**config.mk**
```make
export PLATFORM = sky130hd
export DESIGN_NAME = usb_frame_timer
export DESIGN_NICKNAME = d
export VERILOG_FILES = /design/src/rtl/usb_ft_pkg.sv /design/src/rtl/usb_ft_regs.sv /design/src/rtl/usb_ft_default.sv /design/src/rtl/usb_ft_counter.sv /design/src/rtl/usb_frame_timer.sv
export SDC_FILE = /design/constraint.sdc
export NUM_CORES = 1
export LEC_CHECK = 0
export BUFFER_PORTS_ARGS = -buffer_cell sky130_fd_sc_hd__buf_2
export CAP_MARGIN = 20
export CORE_MARGIN = 2
export CORE_UTILIZATION = 40
export CTS_CLUSTER_DIAMETER = 150
export DETAILED_ROUTE_END_ITERATION = 6
export GPL_TIMING_DRIVEN = 0
export PLACE_DENSITY = 0.75
export SYNTH_ARGS = -nofsm -noshare
export SYNTH_HDL_FRONTEND = slang
export SYNTH_SLANG_ARGS = --single-unit
```
**constraint.sdc**
```tcl
create_clock -name clk -period 4.29 [get_ports clk]
set_input_delay 0.429 -clock clk [delete_from_list [all_inputs] [get_ports clk]]
set_output_delay 0.429 -clock clk [all_outputs]
set_load 0.01 [all_outputs]
```
**src/rtl/usb_ft_pkg.sv**
```systemverilog
package usb_ft_pkg;
  localparam int SEL_W = 2;

  typedef enum logic [SEL_W-1:0] {
    PHYSEL_RSV0 = 2'b00,
    PHYSEL_48M  = 2'b01,
    PHYSEL_6M   = 2'b10,
    PHYSEL_RSV3 = 2'b11
  } phy_sel_e;

  localparam logic REGSEL_CFG = 1'b0;
  localparam logic REGSEL_IVL = 1'b1;
endpackage

```
**src/rtl/usb_ft_regs.sv**
```systemverilog
module usb_ft_regs
  import usb_ft_pkg::*;
#(
  parameter int                DATA_W  = 32,
  parameter int                IVL_W   = 16,
  parameter logic [IVL_W-1:0]  RST_IVL = 16'hEA60
) (
  input  logic              clk,
  input  logic              rst,
  input  logic              wr_en,
  input  logic              wr_sel,
  input  logic [DATA_W-1:0] wr_data,
  input  logic              port_en,
  output phy_sel_e          clksel_o,
  output logic [IVL_W-1:0]  ivl_o,
  output logic              prog_o
);
  phy_sel_e           clksel_q;
  logic [IVL_W-1:0]   ivl_q;
  logic               prog_q;
  logic               ivl_wr_ok;

  assign ivl_wr_ok = wr_en && (wr_sel == REGSEL_IVL) && port_en;

  always_ff @(posedge clk) begin
    if (rst) begin
      clksel_q <= PHYSEL_48M;
      ivl_q    <= RST_IVL;
      prog_q   <= 1'b0;
    end else begin
      if (wr_en && (wr_sel == REGSEL_CFG))
        clksel_q <= phy_sel_e'(wr_data[SEL_W-1:0]);
      if (ivl_wr_ok) begin
        ivl_q  <= wr_data[IVL_W-1:0];
        prog_q <= 1'b1;
      end
    end
  end

  assign clksel_o = clksel_q;
  assign ivl_o    = ivl_q;
  assign prog_o   = prog_q;


  blocked_write_chk: assert property (@(posedge clk) disable iff (rst)
    (wr_en && wr_sel == REGSEL_IVL && !port_en) |=> ($stable(ivl_q) && $stable(prog_q)));


  prog_sticky_chk: assert property (@(posedge clk) disable iff (rst)
    prog_q |=> prog_q);
endmodule

```
**src/rtl/usb_ft_default.sv**
```systemverilog
module usb_ft_default
  import usb_ft_pkg::*;
#(
  parameter int IVL_W   = 16,
  parameter int CNT_48M = 48000,
  parameter int CNT_6M  = 6000
) (
  input  phy_sel_e          clksel_i,
  input  logic              ls_mode,
  output logic              cfg_ok_o,
  output logic [IVL_W-1:0]  def_ivl_o
);
  localparam logic [IVL_W-1:0] DEF48 = IVL_W'(CNT_48M);
  localparam logic [IVL_W-1:0] DEF6  = IVL_W'(CNT_6M);

  always_comb begin
    cfg_ok_o  = 1'b0;
    def_ivl_o = '0;
    unique case (clksel_i)
      PHYSEL_48M: begin
        cfg_ok_o  = 1'b1;
        def_ivl_o = DEF48;
      end
      PHYSEL_6M: begin
        cfg_ok_o  = ls_mode;
        def_ivl_o = ls_mode ? DEF6 : '0;
      end
      default: begin
        cfg_ok_o  = 1'b0;
        def_ivl_o = '0;
      end
    endcase
  end
endmodule

```
**src/rtl/usb_ft_counter.sv**
```systemverilog
module usb_ft_counter #(
  parameter int IVL_W = 16
) (
  input  logic             clk,
  input  logic             rst,
  input  logic             run_i,
  input  logic [IVL_W-1:0] ivl_i,
  output logic             sof_o
);
  logic [IVL_W-1:0] cnt_q;
  logic [IVL_W-1:0] last;
  logic             sof_q;

  assign last = ivl_i - 1'b1;

  always_ff @(posedge clk) begin
    if (rst || !run_i) begin
      cnt_q <= '0;
      sof_q <= 1'b0;
    end else if (cnt_q >= last) begin
      cnt_q <= '0;
      sof_q <= 1'b1;
    end else begin
      cnt_q <= cnt_q + 1'b1;
      sof_q <= 1'b0;
    end
  end

  assign sof_o = sof_q;


  idle_hold_chk: assert property (@(posedge clk) disable iff (rst)
    !run_i |=> (cnt_q == '0 && !sof_q));


  pulse_needs_run_chk: assert property (@(posedge clk) disable iff (rst)
    sof_q |-> $past(run_i));


  single_pulse_chk: assert property (@(posedge clk) disable iff (rst)
    (sof_q && run_i && ivl_i > 1) |=> !sof_q);
endmodule

```
**src/rtl/usb_frame_timer.sv**
```systemverilog
module usb_frame_timer
  import usb_ft_pkg::*;
#(
  parameter int               DATA_W  = 32,
  parameter int               IVL_W   = 16,
  parameter logic [IVL_W-1:0] RST_IVL = 16'hEA60,
  parameter int               CNT_48M = 48000,
  parameter int               CNT_6M  = 6000
) (
  input  logic              clk,
  input  logic              rst,
  input  logic              wr_en,
  input  logic              wr_sel,
  input  logic [DATA_W-1:0] wr_data,
  input  logic              port_en,
  input  logic              ls_mode,
  output logic              sof_pulse,
  output logic              clksel_err,
  output logic [DATA_W-1:0] ivl_rdata
);
  localparam int PAD_W = DATA_W - IVL_W;

  phy_sel_e          clksel;
  logic [IVL_W-1:0]  ivl_reg;
  logic              prog;
  logic              cfg_ok;
  logic [IVL_W-1:0]  def_ivl;
  logic [IVL_W-1:0]  eff_ivl;
  logic              run;
  logic              err_q;

  usb_ft_regs #(.DATA_W(DATA_W), .IVL_W(IVL_W), .RST_IVL(RST_IVL)) u_regs (
    .clk(clk), .rst(rst), .wr_en(wr_en), .wr_sel(wr_sel), .wr_data(wr_data),
    .port_en(port_en), .clksel_o(clksel), .ivl_o(ivl_reg), .prog_o(prog)
  );

  usb_ft_default #(.IVL_W(IVL_W), .CNT_48M(CNT_48M), .CNT_6M(CNT_6M)) u_default (
    .clksel_i(clksel), .ls_mode(ls_mode), .cfg_ok_o(cfg_ok), .def_ivl_o(def_ivl)
  );

  assign eff_ivl = prog ? ivl_reg : def_ivl;
  assign run     = port_en && cfg_ok && (eff_ivl != '0);

  usb_ft_counter #(.IVL_W(IVL_W)) u_counter (
    .clk(clk), .rst(rst), .run_i(run), .ivl_i(eff_ivl), .sof_o(sof_pulse)
  );

  always_ff @(posedge clk) begin
    if (rst) err_q <= 1'b0;
    else     err_q <= !cfg_ok;
  end

  assign clksel_err = err_q;
  assign ivl_rdata  = {{PAD_W{1'b0}}, ivl_reg};


  reserved_sel_chk: assert property (@(posedge clk) disable iff (rst)
    !cfg_ok |=> (clksel_err && !sof_pulse));


  pulse_port_chk: assert property (@(posedge clk) disable iff (rst)
    sof_pulse |-> $past(port_en));
endmodule

```
==> run_results.csv, run 1 <==
group,metric,value,unit
setup_path,worst_path_max_delay_cell,"clkbuf_1",
timing,timing.final.crit_share,90.3,%
final_layout,multi_input_area,1560,sq um
timing,setup_violations,0,
final_layout,seq_area,741,sq um
clock_network,cts_tree,"done",
global_route,grt_max_degree,12,
clock_network,hold_buffers,0,
drt,drt_pass1_iterations,4,
synthesis,ys_ff_latch,37,
setup_path,path_cells,"clkbuf_1 -> clkbuf_2 -> nand2_1 -> ha_1 -> nor3b_2 -> a22oi_1 -> a2111oi_2 -> xor2_1 -> a21oi_1 -> ha_1 -> a21oi_1 -> nand2_1 -> a221oi_2 -> o31ai_4 -> clkbuf_2 -> nor3_1",
final_layout,num_antenna_cells,0,
clock_network,cts_sinks,37,
synthesis,async_reset_ff_share,0,%
clock_network,clock_latency,280,ps
drt,routed_wl,5470,microns
power_and_ir_drop,max-vdd-ir-drop,0.183,mV
timing,fmax,258,MHz
power_and_ir_drop,leakagePower,1.29,nW
clock_network,cts_inserted_buffers,5,
placed_design,routabilityCongestion,0.856,
die,start_util,40.9,%
synthesis,synthTopCellsByArea,"dfxtp_1 (31%), ha_1 (10%), nand2_1 (8.3%)",
placed_design,dpl_cell_area,2760,sq um
setup_path,cpPeakStageDelay,350,ps
hold_path,min_path_type,"in2reg",
final_layout,final_cell_mix,"nand2_1 (53), buf_2 (39), dfxtp_1 (37)",
drt,drcViolationCount,0,
die,dieHeight,81.6,microns
timing,slew_headroom,42.1,%
die,die_area,6660,sq um
final_layout,layout_commonest_cell,"nand2_1",
global_route,grt_first_pass_wirelength,9230,microns
placed_design,hpwlAfterDp,4360,microns
setup_path,crit_type,"reg2reg",
setup_path,cp-start-kind,"register",
timing,worst_pin_slew,847,ps
timing,fin_skew,3.12,ps
final_layout,fill_cells,593,
clock_network,htree_levels,2,
synthesis,yosysTopAreaCell,"dfxtp_1",
power_and_ir_drop,powerDensity,278,nW/um^2
synthesis,ys_warn_count,0,
die,coreArea,5890,sq um
final_layout,design_area,2900,sq um
clock_network,max-clock-path-buffers,2,
synthesis,yosysSeqAreaShare,30.7,%
synthesis,synth_edf_count,0,
clock_network,root_buffer,"clkbuf_8",
die,std_cell_rows,28,
die,die_w,81.6,microns
die,ios,72,
placed_design,port_buffers,39,
final_layout,nets,425,
drt,first_iter_violations,80,
global_route,grt-ovfl-total,0,
final_layout,area_delta_synth_final,20.3,%
global_route,grt_usage,17.8,%
timing,hold_viol_final,0,
setup_path,crit_path_end_kind,"register",
placed_design,pre_cts_ws,-147,ps
timing,drv_slew,0,
drt,viasPerCell,5.09,
final_layout,drive_gt1_share,19.6,%
synthesis,yosysTopAreaCellShare,30.7,%
global_route,grt_pass1_vias,2024,
run_status,status,"finished, final reports clean",
setup_path,worst_ep_required_time,4490,ps
synthesis,synth_cell_types,43,
clock_network,cts.clk_slew.worst_paths,70,ps
timing,hold_ws,342,ps
flow_run,cap_violations,0,
synthesis,synthCells,306,
timing,rsz0062_at_grt,"no",
global_route,antenna_found_initial,0,
setup_path,arrival,4070,ps
drt,antenna_left,0,
drt,vias,2254,
timing,finalCriticalPeriod,3870,ps
synthesis,ys.flop_type,"dfxtp_1",
drt,avgRoutedWirePerCell,12.3,microns
setup_path,worstPathMaxFanout,10,
synthesis,synth_area,2410,sq um
timing,setup_ws,415,ps
synthesis,avgSynthCellArea,7.88,sq um
sequential cells by signal, summed over array words and instances (netlist names):
| register | cells |
|---|---|
| u_regs.clksel_o | 2 |
| clksel_err | 1 |
| u_counter.cnt_q | 16 |
| u_regs.prog_o | 1 |
| u_counter.sof_o | 1 |
| u_regs.ivl_o | 16 |
final cells by class:
class / instances / share of cell area [%]
plain buffers: 26 / 5.65
clock inverters: 1 / 1.04
flip-flops and latches: 37 / 25.6
repair buffers: 39 / 6.73
inverters: 9 / 1.17
clock buffers: 7 / 2.98
well taps: 75 / 3.24
multi-input cells: 249 / 53.6
worst max-delay path, delay by kind of cell, from the launching register on:
family                   cells  cell delay, ps
flip-flops                   1             320
AO/OA/AOI/OAI                6            1230
XOR/XNOR                     1             150
buffers and inverters        3             900
AND/OR/NAND/NOR              4             630
adder cells (fa/ha/maj)      2             550
cells by family after synthesis:
family                   after synthesis  synth area share, %
AND/OR/NAND/NOR                      141                 29.0
AO/OA/AOI/OAI                         45                 11.7
flip-flops                            37                 30.7
buffers and inverters                 35                 8.10
XOR/XNOR                              25                 9.09
adder cells (fa/ha/maj)               20                 10.4
multiplexers                           2                0.831
other                                  1                0.156
synth_stat cells, drive strengths merged (2+ instances only):
library cell / count
nor2b: 2
a31oi: 3
nand3b: 7
dfxtp: 37
o211ai: 2
nor3: 21
clkbuf: 8
nor4b: 2
or3: 2
nor3b: 3
buf: 18
o21ai: 8
nand3: 10
mux2i: 2
ha: 20
inv: 9
or4: 2
xnor2: 14
and3: 6
o31ai: 2
a21oi: 19
nand4: 5
nor2: 18
a211o: 4
and4: 2
xor2: 11
nor4: 3
a2111oi: 2
nand2: 54
report_power, final:
group          switching [mW]  internal [mW]
logic                  0.0735         0.0573
clock network           0.121          0.190
registers              0.0115          0.353
stage by stage:
step / setup TNS [ps] / power, mW / std cells / utilization (%)
global placement: -906 / 0.500 / 435 / 46.8
floorplan: 0 / 0.463 / 321 / -
finish: 0 / 0.805 / 443 / 49.3
global route: 0 / 0.843 / 443 / 49.3
CTS: 0 / 0.808 / 443 / 48.9
detailed placement: -1270 / 0.502 / 435 / 46.8
layer usage:
layer | vias up | GRT usage, % | routed length, microns
li1 | 1166 | - | -
met1 | 1013 | 23.1 | 2580
met2 | 66 | 30.1 | 2540
met3 | 9 | 3.96 | 292
met4 | 0 | 4.33 | 59
met5 | - | 0 | 0
repair_timing:
action | 4_1_cts | 5_1_grt
endpoints found under the hold margin | 0 | 0
gates resized for setup | 1 | 6
setup buffers | 0 | 0
setup endpoints to repair | 10 | 10
final timing paths:
check,cells past startpoint,start,slack (ps),end
setup reg to reg,16,u_regs.prog_o$_SDFFE_PP0P_,420,u_counter.cnt_q[12]$_SDFF_PP0_
setup / recovery,16,u_regs.prog_o$_SDFFE_PP0P_,420,u_counter.cnt_q[12]$_SDFF_PP0_
hold reg to reg,2,u_regs.ivl_o[10]$_SDFFE_PP0P_,510,u_regs.ivl_o[10]$_SDFFE_PP0P_
hold / removal,2,wr_data[6],340,u_regs.ivl_o[6]$_SDFFE_PP1P_
(Power assumes the default switching activity.)
==> run 2: changes to the inputs <==
Settings changed: ABC_AREA from default to 1, CORE_UTILIZATION 40 to 37, PLACE_DENSITY 0.75 to 0.7, SKIP_CTS_REPAIR_TIMING from default to 1.
==> run 2 against run 1 <==
- hold slack gained 4.4 ps
- sequential power is essentially flat
- count of clock-buffer cells in the layout unchanged
- via count increased by 3.6%
- worst setup slack gained 530 ps
- critical path type unchanged
==> run_results.csv, run 2 <==
group,metric,value,unit
timing,hold_ws,347,ps
run_status,status,"finished, final reports clean",
placed_design,hpwlAfterDp,4510,microns
synthesis,synth_edf_count,0,
timing,hold_viol_final,0,
final_layout,design_area,3170,sq um
global_route,gr-usage-met1,17.1,%
final_layout,final_cell_mix,"nand2_1 (78), inv_1 (42), buf_2 (40)",
synthesis,ys_ff_latch,37,
power_and_ir_drop,switching_share,30.6,%
global_route,grt_usage,14.7,%
die,dieHeight,89.6,microns
synthesis,ys_warn_count,0,
clock_network,clock_latency,290,ps
setup_path,reg2reg_slack,950,ps
flow_run,cap_violations,0,
clock_network,htree_levels,2,
setup_path,path_cells,"buf_6 -> buf_12 -> nand2_1 -> ha_1 -> inv_1 -> nor2_1 -> inv_1 -> nor3b_1 -> nand2_1 -> nand2_1 -> nand2_1 -> ha_1 -> nand2_1 -> o21bai_1 -> nand2_1 -> a21oi_1 -> nand3_2 -> buf_2 -> nor3_1",
setup_path,cp-start-kind,"register",
final_layout,fill_cells,727,
drt,drt_pass1_iterations,4,
drt,routed_wl,5400,microns
final_layout,area_delta_synth_final,17.0,%
power_and_ir_drop,cellInternalPower,0.561,mW
timing,fin_skew,6.25,ps
final_layout,layout_commonest_cell,"nand2_1",
placed_design,routabilityCongestion,0.864,
setup_path,crit_type,"reg2reg",
clock_network,max-clock-path-buffers,2,
setup_path,arrival,3550,ps
setup_path,crit_cells,19,
setup_path,crit_path_end_kind,"register",
power_and_ir_drop,p_clk_share,31.0,%
synthesis,async_reset_ff_share,0,%
die,die_area,8030,sq um
drt,antenna_left,0,
die,ios,72,
synthesis,synth_area,2710,sq um
global_route,antenna_found_initial,0,
setup_path,worstPathMaxFanout,10,
setup_path,cp-startpoint,"u_regs.prog_o$_SDFFE_PP0P_",
synthesis,avgSynthCellArea,7.30,sq um
power_and_ir_drop,leakagePower,1.61,nW
synthesis,yosysMostFrequentCell,"nand2_1",
final_layout,drive_gt1_share,24.5,%
clock_network,cts_inserted_buffers,5,
global_route,grt_first_pass_wirelength,9230,microns
timing,timing.final.crit_share,77.8,%
drt,vias,2336,
timing,setup_tns,0,ps
synthesis,yosysTopAreaCell,"dfxtp_1",
clock_network,cts.clk_slew.worst_paths,70,ps
setup_path,cp_num_buf_inv,5,
timing,rsz0062_at_grt,"no",
die,coreArea,7180,sq um
power_and_ir_drop,switchingPower,0.248,mW
power_and_ir_drop,powerDensity,255,nW/um^2
setup_path,cpPeakStageDelay,330,ps
clock_network,root_buffer,"clkbuf_8",
final_layout,num_antenna_cells,0,
setup_path,r2r-start,"u_regs.prog_o$_SDFFE_PP0P_",
clock_network,cts_tree,"done",
drt,viasPerCell,4.40,
global_route,grt_pass1_vias,2242,
synthesis,ys.flop_type,"dfxtp_1",
synthesis,synth_cell_types,34,
power_and_ir_drop,p_comb_share,24.2,%
drt,avgRoutedWirePerCell,10.2,microns
drt,first_iter_violations,59,
setup_path,rr_endpoint,"u_counter.cnt_q[1]$_SDFF_PP0_",
synthesis,yosysSeqAreaShare,27.3,%
hold_path,min_path_type,"in2reg",
synthesis,yosysTopAreaCellShare,27.3,%
global_route,grt.met3_usage,3.29,%
power_and_ir_drop,max-vdd-ir-drop,0.174,mV
synthesis,netlist_top_cells_count,"nand2_1 (78), inv_1 (42), dfxtp_1 (37), nor2_1 (33), nand3_1 (22)",
power_and_ir_drop,p_seq_share,44.9,%
die,die_w,89.6,microns
final_layout,nets,490,
setup_path,cp_top_family,"simple AND/OR/NAND/NOR gates",
setup_path,crit_path_end,"u_counter.cnt_q[1]$_SDFF_PP0_",
die,start_util,37.8,%
setup_path,worst_path_max_delay_cell,"nor3b_1",
timing,drv_slew,0,
global_route,grt_max_degree,11,
setup_path,reg2reg_depth,19,
placed_design,port_buffers,39,
synthesis,synthTopCellsByArea,"dfxtp_1 (27%), nand2_1 (11%), ha_1 (9.2%)",
drt,drcViolationCount,0,
synthesis,synthCells,371,
placed_design,dpl_cell_area,3090,sq um
clock_network,cts_sinks,37,
global_route,grt-ovfl-total,0,
timing,setup_violations,0,
timing,fmax,299,MHz
global_route,met2_usage,26.1,%
timing,finalCriticalPeriod,3340,ps
global_route,top_usage_layer,"met2",
die,std_cell_rows,31,
setup_path,worst_ep_required_time,4500,ps
setup_path,cpMostUsedCell,"nand2_1",
[run 2: changes by cell type in the layout (fill, tap and decap cells not counted), sizes merged, moves of 15 or more]
cell	delta
nand2	+38
inv	+36
nor2	+23
nand3	+15
[run 2: routing by layer]
layer / wire [microns] / part of all wire (%)
met1: 2550 / 47
met2: 2470 / 46
met3: 256 / 4.7
met4: 120 / 2.2
met5: 0 / 0
[run 2: kinds of logic after synthesis]
group,Yosys count,synth area share [%]
AND/OR/NAND/NOR,193,37.1
buffers and inverters,69,13.3
flip-flops,37,27.3
AO/OA/AOI/OAI,29,5.77
XOR/XNOR,22,7.11
adder cells (fa/ha/maj),20,9.23
other,1,0.138
[run 2: worst reg2reg max path: stages (launching register included)]
cell      delay (ps)
dfxtp_1          310
buf_6            150
buf_12           150
nand2_1          120
ha_1             200
inv_1             60
nor2_1           210
inv_1            120
nor3b_1          330
nand2_1           80
nand2_1           70
nand2_1           50
ha_1             280
nand2_1           70
o21bai_1         100
nand2_1           70
a21oi_1          190
nand3_2          240
buf_2            290
nor3_1           190
[run 2: through the flow]
stage,instances,util [%],worst slack [ps],total power [mW]
5_1_grt,531,44.2,662,0.853
3_5_place_dp,524,43.0,909,0.567
3_3_place_gp,524,43.0,963,0.562
4_1_cts,531,44.2,897,0.812
2_1_floorplan,386,-,1460,0.522
6_report,531,44.2,950,0.809
[run 2: worst min path at each step]
stage                                                to  slack, ps  cells past startpoint                           from
after floorplan           u_counter.cnt_q[0]$_SDFF_PP0_        450                      1  u_counter.cnt_q[0]$_SDFF_PP0_
after global placement    u_regs.ivl_o[12]$_SDFFE_PP0P_        470                      2  u_regs.ivl_o[12]$_SDFFE_PP0P_
after detailed placement  u_regs.ivl_o[12]$_SDFFE_PP0P_        470                      2  u_regs.ivl_o[12]$_SDFFE_PP0P_
after CTS                  u_regs.ivl_o[6]$_SDFFE_PP1P_        350                      3                     wr_data[6]
after global routing       u_regs.ivl_o[6]$_SDFFE_PP1P_        360                      3                     wr_data[6]
final                     u_regs.ivl_o[11]$_SDFFE_PP1P_        350                      3                    wr_data[11]
[run 2: cell type report]
| cell class | count | area, sq um | share of cell area, % |
|---|---|---|---|
| multi-input combinational | 280 | 1670 | 52.5 |
| timing repair buffer | 39 | 195 | 6.15 |
| clock buffer | 7 | 86.3 | 2.72 |
| inverter | 46 | 173 | 5.44 |
| sequential | 37 | 741 | 23.4 |
| buffer | 23 | 188 | 5.92 |
| tap | 99 | 124 | 3.91 |
[run 2: power groups by stage]
stage	Clock, mW	Sequential (mW)	Combinational (mW)
after floorplan	0	0.374	0.148
after global placement	0	0.371	0.191
after detailed placement	0	0.371	0.196
after CTS	0.252	0.363	0.197
after global routing	0.264	0.365	0.224
final	0.251	0.363	0.196
